--- src/rtl/hz_pkg.sv ---
package hz_pkg;

    localparam int HZ_ARCH_REGS = 8;
    localparam int HZ_SPEC_W    = $clog2(HZ_ARCH_REGS);

    // ALU operand source codes
    typedef enum logic [1:0] {
        BYP_REGFILE = 2'd0,
        BYP_EXMEM   = 2'd1,
        BYP_MEMWB   = 2'd2
    } byp_sel_e;

    // Per-operand dependence class
    typedef enum logic [1:0] {
        SRC_CLEAN    = 2'd0,
        SRC_FROM_EX  = 2'd1,
        SRC_LOAD_EX  = 2'd2,
        SRC_FROM_MEM = 2'd3
    } src_state_e;

endpackage

--- src/rtl/hz_dst_match.sv ---
module hz_dst_match #(
    parameter int SPEC_W = 3
) (
    input  logic [SPEC_W-1:0] src,
    input  logic [SPEC_W-1:0] dst,
    input  logic              wr,
    output logic              hit
);

    // Register 0 is never a real destination
    always_comb begin
        hit = wr && (dst != '0) && (dst == src);
    end

endmodule

--- src/rtl/hz_operand_ctl.sv ---
module hz_operand_ctl
    import hz_pkg::*;
#(
    parameter int SPEC_W = 3
) (
    input  logic [SPEC_W-1:0] src,
    input  logic [SPEC_W-1:0] ex_dst,
    input  logic              ex_wr,
    input  logic              ex_load,
    input  logic [SPEC_W-1:0] mem_dst,
    input  logic              mem_wr,
    input  logic              fwd_mode,
    output logic              need_stall,
    output byp_sel_e          sel
);

    logic       hit_ex;
    logic       hit_mem;
    src_state_e cls;

    hz_dst_match #(.SPEC_W(SPEC_W)) u_match_ex (
        .src (src),
        .dst (ex_dst),
        .wr  (ex_wr),
        .hit (hit_ex)
    );

    hz_dst_match #(.SPEC_W(SPEC_W)) u_match_mem (
        .src (src),
        .dst (mem_dst),
        .wr  (mem_wr),
        .hit (hit_mem)
    );

    // Classification: youngest producer wins
    always_comb begin
        if (hit_ex && ex_load) begin
            cls = SRC_LOAD_EX;
        end else if (hit_ex) begin
            cls = SRC_FROM_EX;
        end else if (hit_mem) begin
            cls = SRC_FROM_MEM;
        end else begin
            cls = SRC_CLEAN;
        end
    end

    // Outputs per class
    always_comb begin
        need_stall = 1'b0;
        sel        = BYP_REGFILE;
        unique case (cls)
            SRC_CLEAN: begin
                need_stall = 1'b0;
                sel        = BYP_REGFILE;
            end
            SRC_FROM_EX: begin
                need_stall = !fwd_mode;
                sel        = fwd_mode ? BYP_EXMEM : BYP_REGFILE;
            end
            SRC_LOAD_EX: begin
                need_stall = 1'b1;
                sel        = BYP_REGFILE;
            end
            SRC_FROM_MEM: begin
                need_stall = !fwd_mode;
                sel        = fwd_mode ? BYP_MEMWB : BYP_REGFILE;
            end
            default: begin
                need_stall = 1'b0;
                sel        = BYP_REGFILE;
            end
        endcase
    end

    always_comb begin
        if (sel == BYP_EXMEM) begin

            exmem_source_chk: assert (fwd_mode && ex_wr && !ex_load && ex_dst == src && src != '0);
        end
        if (sel == BYP_MEMWB) begin

            memwb_source_chk: assert (mem_wr && mem_dst == src && mem_dst != '0 && !(ex_wr && ex_dst == src));
        end
    end

endmodule

--- src/rtl/hazard_interlock.sv ---
module hazard_interlock
    import hz_pkg::*;
#(
    parameter  int NUM_REGS = HZ_ARCH_REGS,
    localparam int SPEC_W   = $clog2(NUM_REGS)
) (
    input  logic              fwd_mode,
    input  logic [SPEC_W-1:0] id_src_a,
    input  logic [SPEC_W-1:0] id_src_b,
    input  logic [SPEC_W-1:0] ex_dst,
    input  logic              ex_wr,
    input  logic              ex_load,
    input  logic [SPEC_W-1:0] mem_dst,
    input  logic              mem_wr,
    output logic              stall,
    output logic [1:0]        byp_a,
    output logic [1:0]        byp_b
);

    localparam int NUM_SRC = 2;

    logic [SPEC_W-1:0] src_vec  [NUM_SRC];
    logic              need_vec [NUM_SRC];
    byp_sel_e          sel_vec  [NUM_SRC];
    byp_sel_e          out_sel  [NUM_SRC];

    always_comb begin
        src_vec[0] = id_src_a;
        src_vec[1] = id_src_b;
    end

    for (genvar g = 0; g < NUM_SRC; g++) begin : g_opnd
        hz_operand_ctl #(.SPEC_W(SPEC_W)) u_opnd (
            .src        (src_vec[g]),
            .ex_dst     (ex_dst),
            .ex_wr      (ex_wr),
            .ex_load    (ex_load),
            .mem_dst    (mem_dst),
            .mem_wr     (mem_wr),
            .fwd_mode   (fwd_mode),
            .need_stall (need_vec[g]),
            .sel        (sel_vec[g])
        );
    end

    always_comb begin
        stall = 1'b0;
        for (int i = 0; i < NUM_SRC; i++) begin
            stall = stall | need_vec[i];
        end
    end

    // A bubble carries no operands
    always_comb begin
        for (int i = 0; i < NUM_SRC; i++) begin
            out_sel[i] = stall ? BYP_REGFILE : sel_vec[i];
        end
    end

    assign byp_a = out_sel[0];
    assign byp_b = out_sel[1];

    always_comb begin
        if (stall) begin

            stall_has_writer_chk: assert (ex_wr || mem_wr);
        end
        if (fwd_mode && stall) begin

            fwd_stall_load_chk: assert (ex_wr && ex_load && ex_dst != '0);
        end
        if (!fwd_mode) begin

            lock_mode_rf_chk: assert (byp_a == 2'd0 && byp_b == 2'd0);
        end
        if (id_src_a == '0 && id_src_b == '0) begin

            zero_src_chk: assert (!stall && byp_a == 2'd0 && byp_b == 2'd0);
        end
    end

endmodule

--- config.mk ---
export PLATFORM = sky130hd
export DESIGN_NAME = hazard_interlock
export DESIGN_NICKNAME = d
export VERILOG_FILES = /design/src/rtl/hz_pkg.sv /design/src/rtl/hz_dst_match.sv /design/src/rtl/hz_operand_ctl.sv /design/src/rtl/hazard_interlock.sv
export SDC_FILE = /design/constraint.sdc
export NUM_CORES = 1
export LEC_CHECK = 0
export BUFFER_PORTS_ARGS = -buffer_cell sky130_fd_sc_hd__buf_4
export CORE_AREA = 2 2 39 41
export DETAILED_ROUTE_END_ITERATION = 6
export DIE_AREA = 0 0 41 43
export MAX_ROUTING_LAYER = met4
export PLACE_DENSITY = 0.56
export REMOVE_ABC_BUFFERS = 1
export SYNTH_ARGS = -nofsm -noshare
export SYNTH_HDL_FRONTEND = slang
export SYNTH_SLANG_ARGS = --single-unit
--- constraint.sdc ---
create_clock -name vclk -period 1.05
set_clock_uncertainty 0.15 [all_clocks]
set_input_delay 0.1575 -clock vclk [all_inputs]
set_output_delay 0.1575 -clock vclk [all_outputs]
set_load 0.05 [all_outputs]
# After elaboration in Yosys (flattened, before gate mapping)
# Cells that the tools add are included.
# W data, S select, Z words.
# op_classes
eq_ne	10
muxes	14
bitwise	1
n_reduce_logical	17
# op_table
cell	count
$mux W2	9
$eq A3 B3 Y1	4
$pmux W2 S3	2
$eq A2 B2 Y1 const B	4
$logic_and A1 B1 Y1	8
$reduce_or A2 Y1	4
$pmux W1 S3	2
$reduce_bool A3 Y1	2
$eq A2 B1 Y1 const B	2
$logic_not A2 Y1	2
$logic_not A1 Y1	1
$mux W1	1
$or A1 B1 Y1	1
# totals
ff_bits	0
in_bits	16

# Longest topological paths before layout
# logic_depth
depth_word	11
ltp_mapped	4
mapped_depth_nobuf	4

# Hierarchy
# From an unflattened synthesis, not the netlist that was laid out.
# hier_totals
cells_unflattened	39
area_unflattened_um2	284.0
# modules_own_cells
module	n_inst	cells_per_inst	area_per_inst_um2	seq_area_each_um2
hz_dst_match	4	6	46.3	0.0
hz_operand_ctl	2	5	31.3	0.0
hazard_interlock	1	5	36.3	0.0

# Worst setup path before layout
# OpenSTA, ideal clock, no wires.
# synth_path
path_type	input to output
start	input port mem_dst[1]
end	output port byp_a[1]
arrival_time_ns	1.495
required_ns	0.742
setup_slack_ns	-0.753
stages	4
path_buffers	0
path_cell_list	xor2_1 nor4_1 nand3_1 a21oi_1
# synth_via
elab_chain_cells	11
word_cells_on_any_way	28
cone_classes	eq/ne (8); mux (10); bitwise (1); reduce/logical (9)
# synth_rtl
item	line	source
start: declaration	hazard_interlock.sv:13	input logic [SPEC_W-1:0] mem_dst,
$reduce_bool A3 Y1	hz_dst_match.sv:12	hit = wr && (dst != '0) && (dst == src);
$logic_and A1 B1 Y1 (2 in a row)	hz_dst_match.sv:12	
$mux W2	hz_operand_ctl.sv:41	end else if (hit_mem) begin
$mux W2	hz_operand_ctl.sv:39	end else if (hit_ex) begin
$mux W2	hz_operand_ctl.sv:37	if (hit_ex && ex_load) begin
$eq A2 B1 Y1 / $eq A2 B2 Y1 (equally long branches)	hz_operand_ctl.sv:52	unique case (cls)
$reduce_or A2 Y1 (no line)	-	
$pmux W1 S3	hz_operand_ctl.sv:52	
$or A1 B1 Y1	hazard_interlock.sv:49	stall = stall | need_vec[i];
$mux W2 *	hazard_interlock.sv:56	out_sel[i] = stall ? BYP_REGFILE : sel_vec[i];
end: declaration	hazard_interlock.sv:16	output logic [1:0] byp_a,
# Mark *: on every way between the ends. The rest lies on a longest branch, timed or not.

# Worst setup path after layout
# layout_path
start	input port ex_dst[2]
end	output port stall
# layout_via
elab_chain_cells	9
word_cells_on_any_way	25
cone_classes	eq/ne (8); mux (6); bitwise (1); reduce/logical (10)
# layout_rtl
item	line	source
start: declaration	hazard_interlock.sv:10	input logic [SPEC_W-1:0] ex_dst,
$reduce_bool A3 Y1	hz_dst_match.sv:12	
$logic_and A1 B1 Y1 (2 in a row)	hz_dst_match.sv:12	
$mux W2 / $logic_and A1 B1 Y1 (equally long branches)	hz_operand_ctl.sv:39, hz_operand_ctl.sv:37	
$mux W2	hz_operand_ctl.sv:37	
$eq A2 B1 Y1 / $eq A2 B2 Y1 (equally long branches)	hz_operand_ctl.sv:52	
$reduce_or A2 Y1 (no line)	-	
$pmux W1 S3	hz_operand_ctl.sv:52	
$or A1 B1 Y1 *	hazard_interlock.sv:49	
end: declaration	hazard_interlock.sv:15	output logic stall,
# Marks and branches as above.

==> reports/results.ini <==
[outcome]
status=complete, but fails checks
violations=setup timing

[logic_synthesis]
synthXorXnorAreaFrac_pct=45.2
synthCells=30
synth_top_cell_area_share_pct=22.6
synth_top_family_by_area=XOR/XNOR gates
synth_compound_area_share_pct=21.0
yosys.area.top_type=xnor2_1
muxShareOfSynthArea_pct=0
yosysUniqueCellTypes=16
yosysWarnings=0
synthSimpleGateAreaFrac_pct=33.9
netlist_area_um2=233
synth_fa_ha_area_share_pct=0
ys_seq_area_share_pct=0
syn_avg_cell_area_um2=7.76
synth_area_leaders=xnor2_1 (23%), xor2_1 (23%), nand3_1 (6.5%), nand4_2 (5.4%), nor4_2 (5.4%)

[floorplanning]
die_area_um2=1760
start_util_pct=16.8
rows=14
fp.dieH_um=43
pin_count=21
die_x_um=41
core_area_um2=1380

[detailed_routing]
wire_per_inst_um=11.3
drt-vias-per-instance=4.55
num_vias=337
drtIter0Drc=0
drc=0
wl_um=834
ant_nets=0
drt_first_pass_iters=1

[place]
place.port_buffers=21
postPlaceCellArea_um2=463
dp_hpwl_um=627
gp_congestion=0.603
dp_cells=74

[critical_path]
worst-setup-path-type=in2out
crit_slowest_cell=o31a_1
required_ns=0.74
critPathMaxFanout=4
crit_path_start_kind=input port
arrival_ns=1.24
path_buf_inv=2
crit_family=compound AO/OA/AOI/OAI gates
critPathMaxStageDelay_ns=0.33
crit_path_cell_trace=buf_8 > o31a_1 > nand4_1 > nand2_1 > o211a_1 > buf_6
end_kind=output port

[finish]
fin_nets=76
final_common_cell=buf_4
drive_gt1_share_pct=70.7
n_sequential_cell=0
area_growth_pct=155
regArea_um2=0
stdcell_count=74
fillers=140
layout_common_cells=buf_4 (16), buf_6 (10), xnor2_2 (6), xor2_1 (6), nand3_1 (3)
finalInstanceArea_um2=594
nClkBuffers=0
multiInputGateArea_um2=312
diodes=0

[sta]
fmax_mhz=648
min_period_ns=1.54
setup_viol=5
timing_hold_violations_final=0
maxSlewHeadroom_pct=82.9
setup_tns_ns=-2.12
rsz0062_at_grt=true
worst_pin_slew_ns=0.255
slew_viol_final=0
fin_ws_ns=-0.494
timing.final.crit_share_pct=147

[hold_path]
holdPathEnd=byp_a[1]
holdPathStages=3
hold_start=ex_load
hold_path_class=in2out

[flow_run]
max_cap_viol_count=0

[global_route]
grt_usage_pct=10.6
grt_pass1_vias=317
antenna_found_initial=0
grt_pass1_wl_mm=1.32
grt_max_degree=6
overflow=0

[power]
vdd_drop_max_v=0.000169
powerDensity_nw_per_um2=418
p_total_w=0.000249
cellLeakagePower_nw=0.285

[clocking]
cts_hold_buf=0

-- final cells by class --
| class | instances | share of cell area [%] |
|---|---|---|
| repair buffers | 28 | 44.2 |
| multi-input cells | 30 | 52.4 |
| well taps | 16 | 3.37 |
-- report_power, final --
| group | internal [W] | switching (W) |
|---|---|---|
| registers | 0 | 0 |
| clock network | 0 | 0 |
| logic | 0.000134 | 0.000114 |
-- cells by family after synthesis --
family / Yosys count
AND/OR/NAND/NOR: 12
AO/OA/AOI/OAI: 6
XOR/XNOR: 12
-- worst max path at each step --
stage / slack, ns / end / start / cells past startpoint
floorplan: -0.75 / byp_a[1] / mem_dst[1] / 4
global placement: -0.55 / byp_a[1] / mem_dst[1] / 6
detailed placement: -0.56 / byp_a[1] / mem_dst[1] / 6
CTS: -0.48 / byp_a[1] / mem_dst[2] / 6
global route: -0.57 / stall / ex_dst[2] / 6
finish: -0.49 / stall / ex_dst[2] / 6
-- metal layers --
| metal | GRT usage, % | wire length, µm | up-vias | part of all wire, % |
|---|---|---|---|---|
| met5 | - | 0 | - | 0 |
| met4 | 0 | 0 | 0 | 0 |
| met3 | 0 | 72 | 0 | 8.6 |
| met2 | 19.7 | 482 | 17 | 58 |
| met1 | 12.9 | 279 | 151 | 33 |
| li1 | - | - | 169 | - |
-- cell usage after synthesis --
| library cell | number |
|---|---|
| a21oi_1 | 2 |
| o31a_1 | 1 |
| nand2_1 | 1 |
| o211a_1 | 1 |
| nand4_2 | 1 |
| xor2_1 | 6 |
| and4_1 | 1 |
| nor4_2 | 1 |
| nand4_1 | 1 |
| a21o_1 | 1 |
| o31ai_2 | 1 |
| xnor2_1 | 6 |
| nor2_1 | 2 |
| nand3_1 | 3 |
| nand2b_1 | 1 |
| nor4_1 | 1 |
-- metrics by stage --
stage | hold WS [ns] | setup slack [ns] | util, %
5_1_grt | 0.468 | -0.566 | 42.9
4_1_cts | 0.487 | -0.482 | 42.1
3_5_place_dp | 0.482 | -0.560 | 33.5
6_report | 0.453 | -0.494 | 42.9
3_3_place_gp | 0.488 | -0.547 | 33.5
2_1_floorplan | 0.399 | -0.753 | -
-- repair_timing --
action / CTS / global route
endpoints found under the setup margin: 5 / 5
pin swaps: 11 / 1
gates resized for setup: 24 / 3
setup buffers: 1 / 0
No activity file was read; power rests on OpenSTA's default activity.
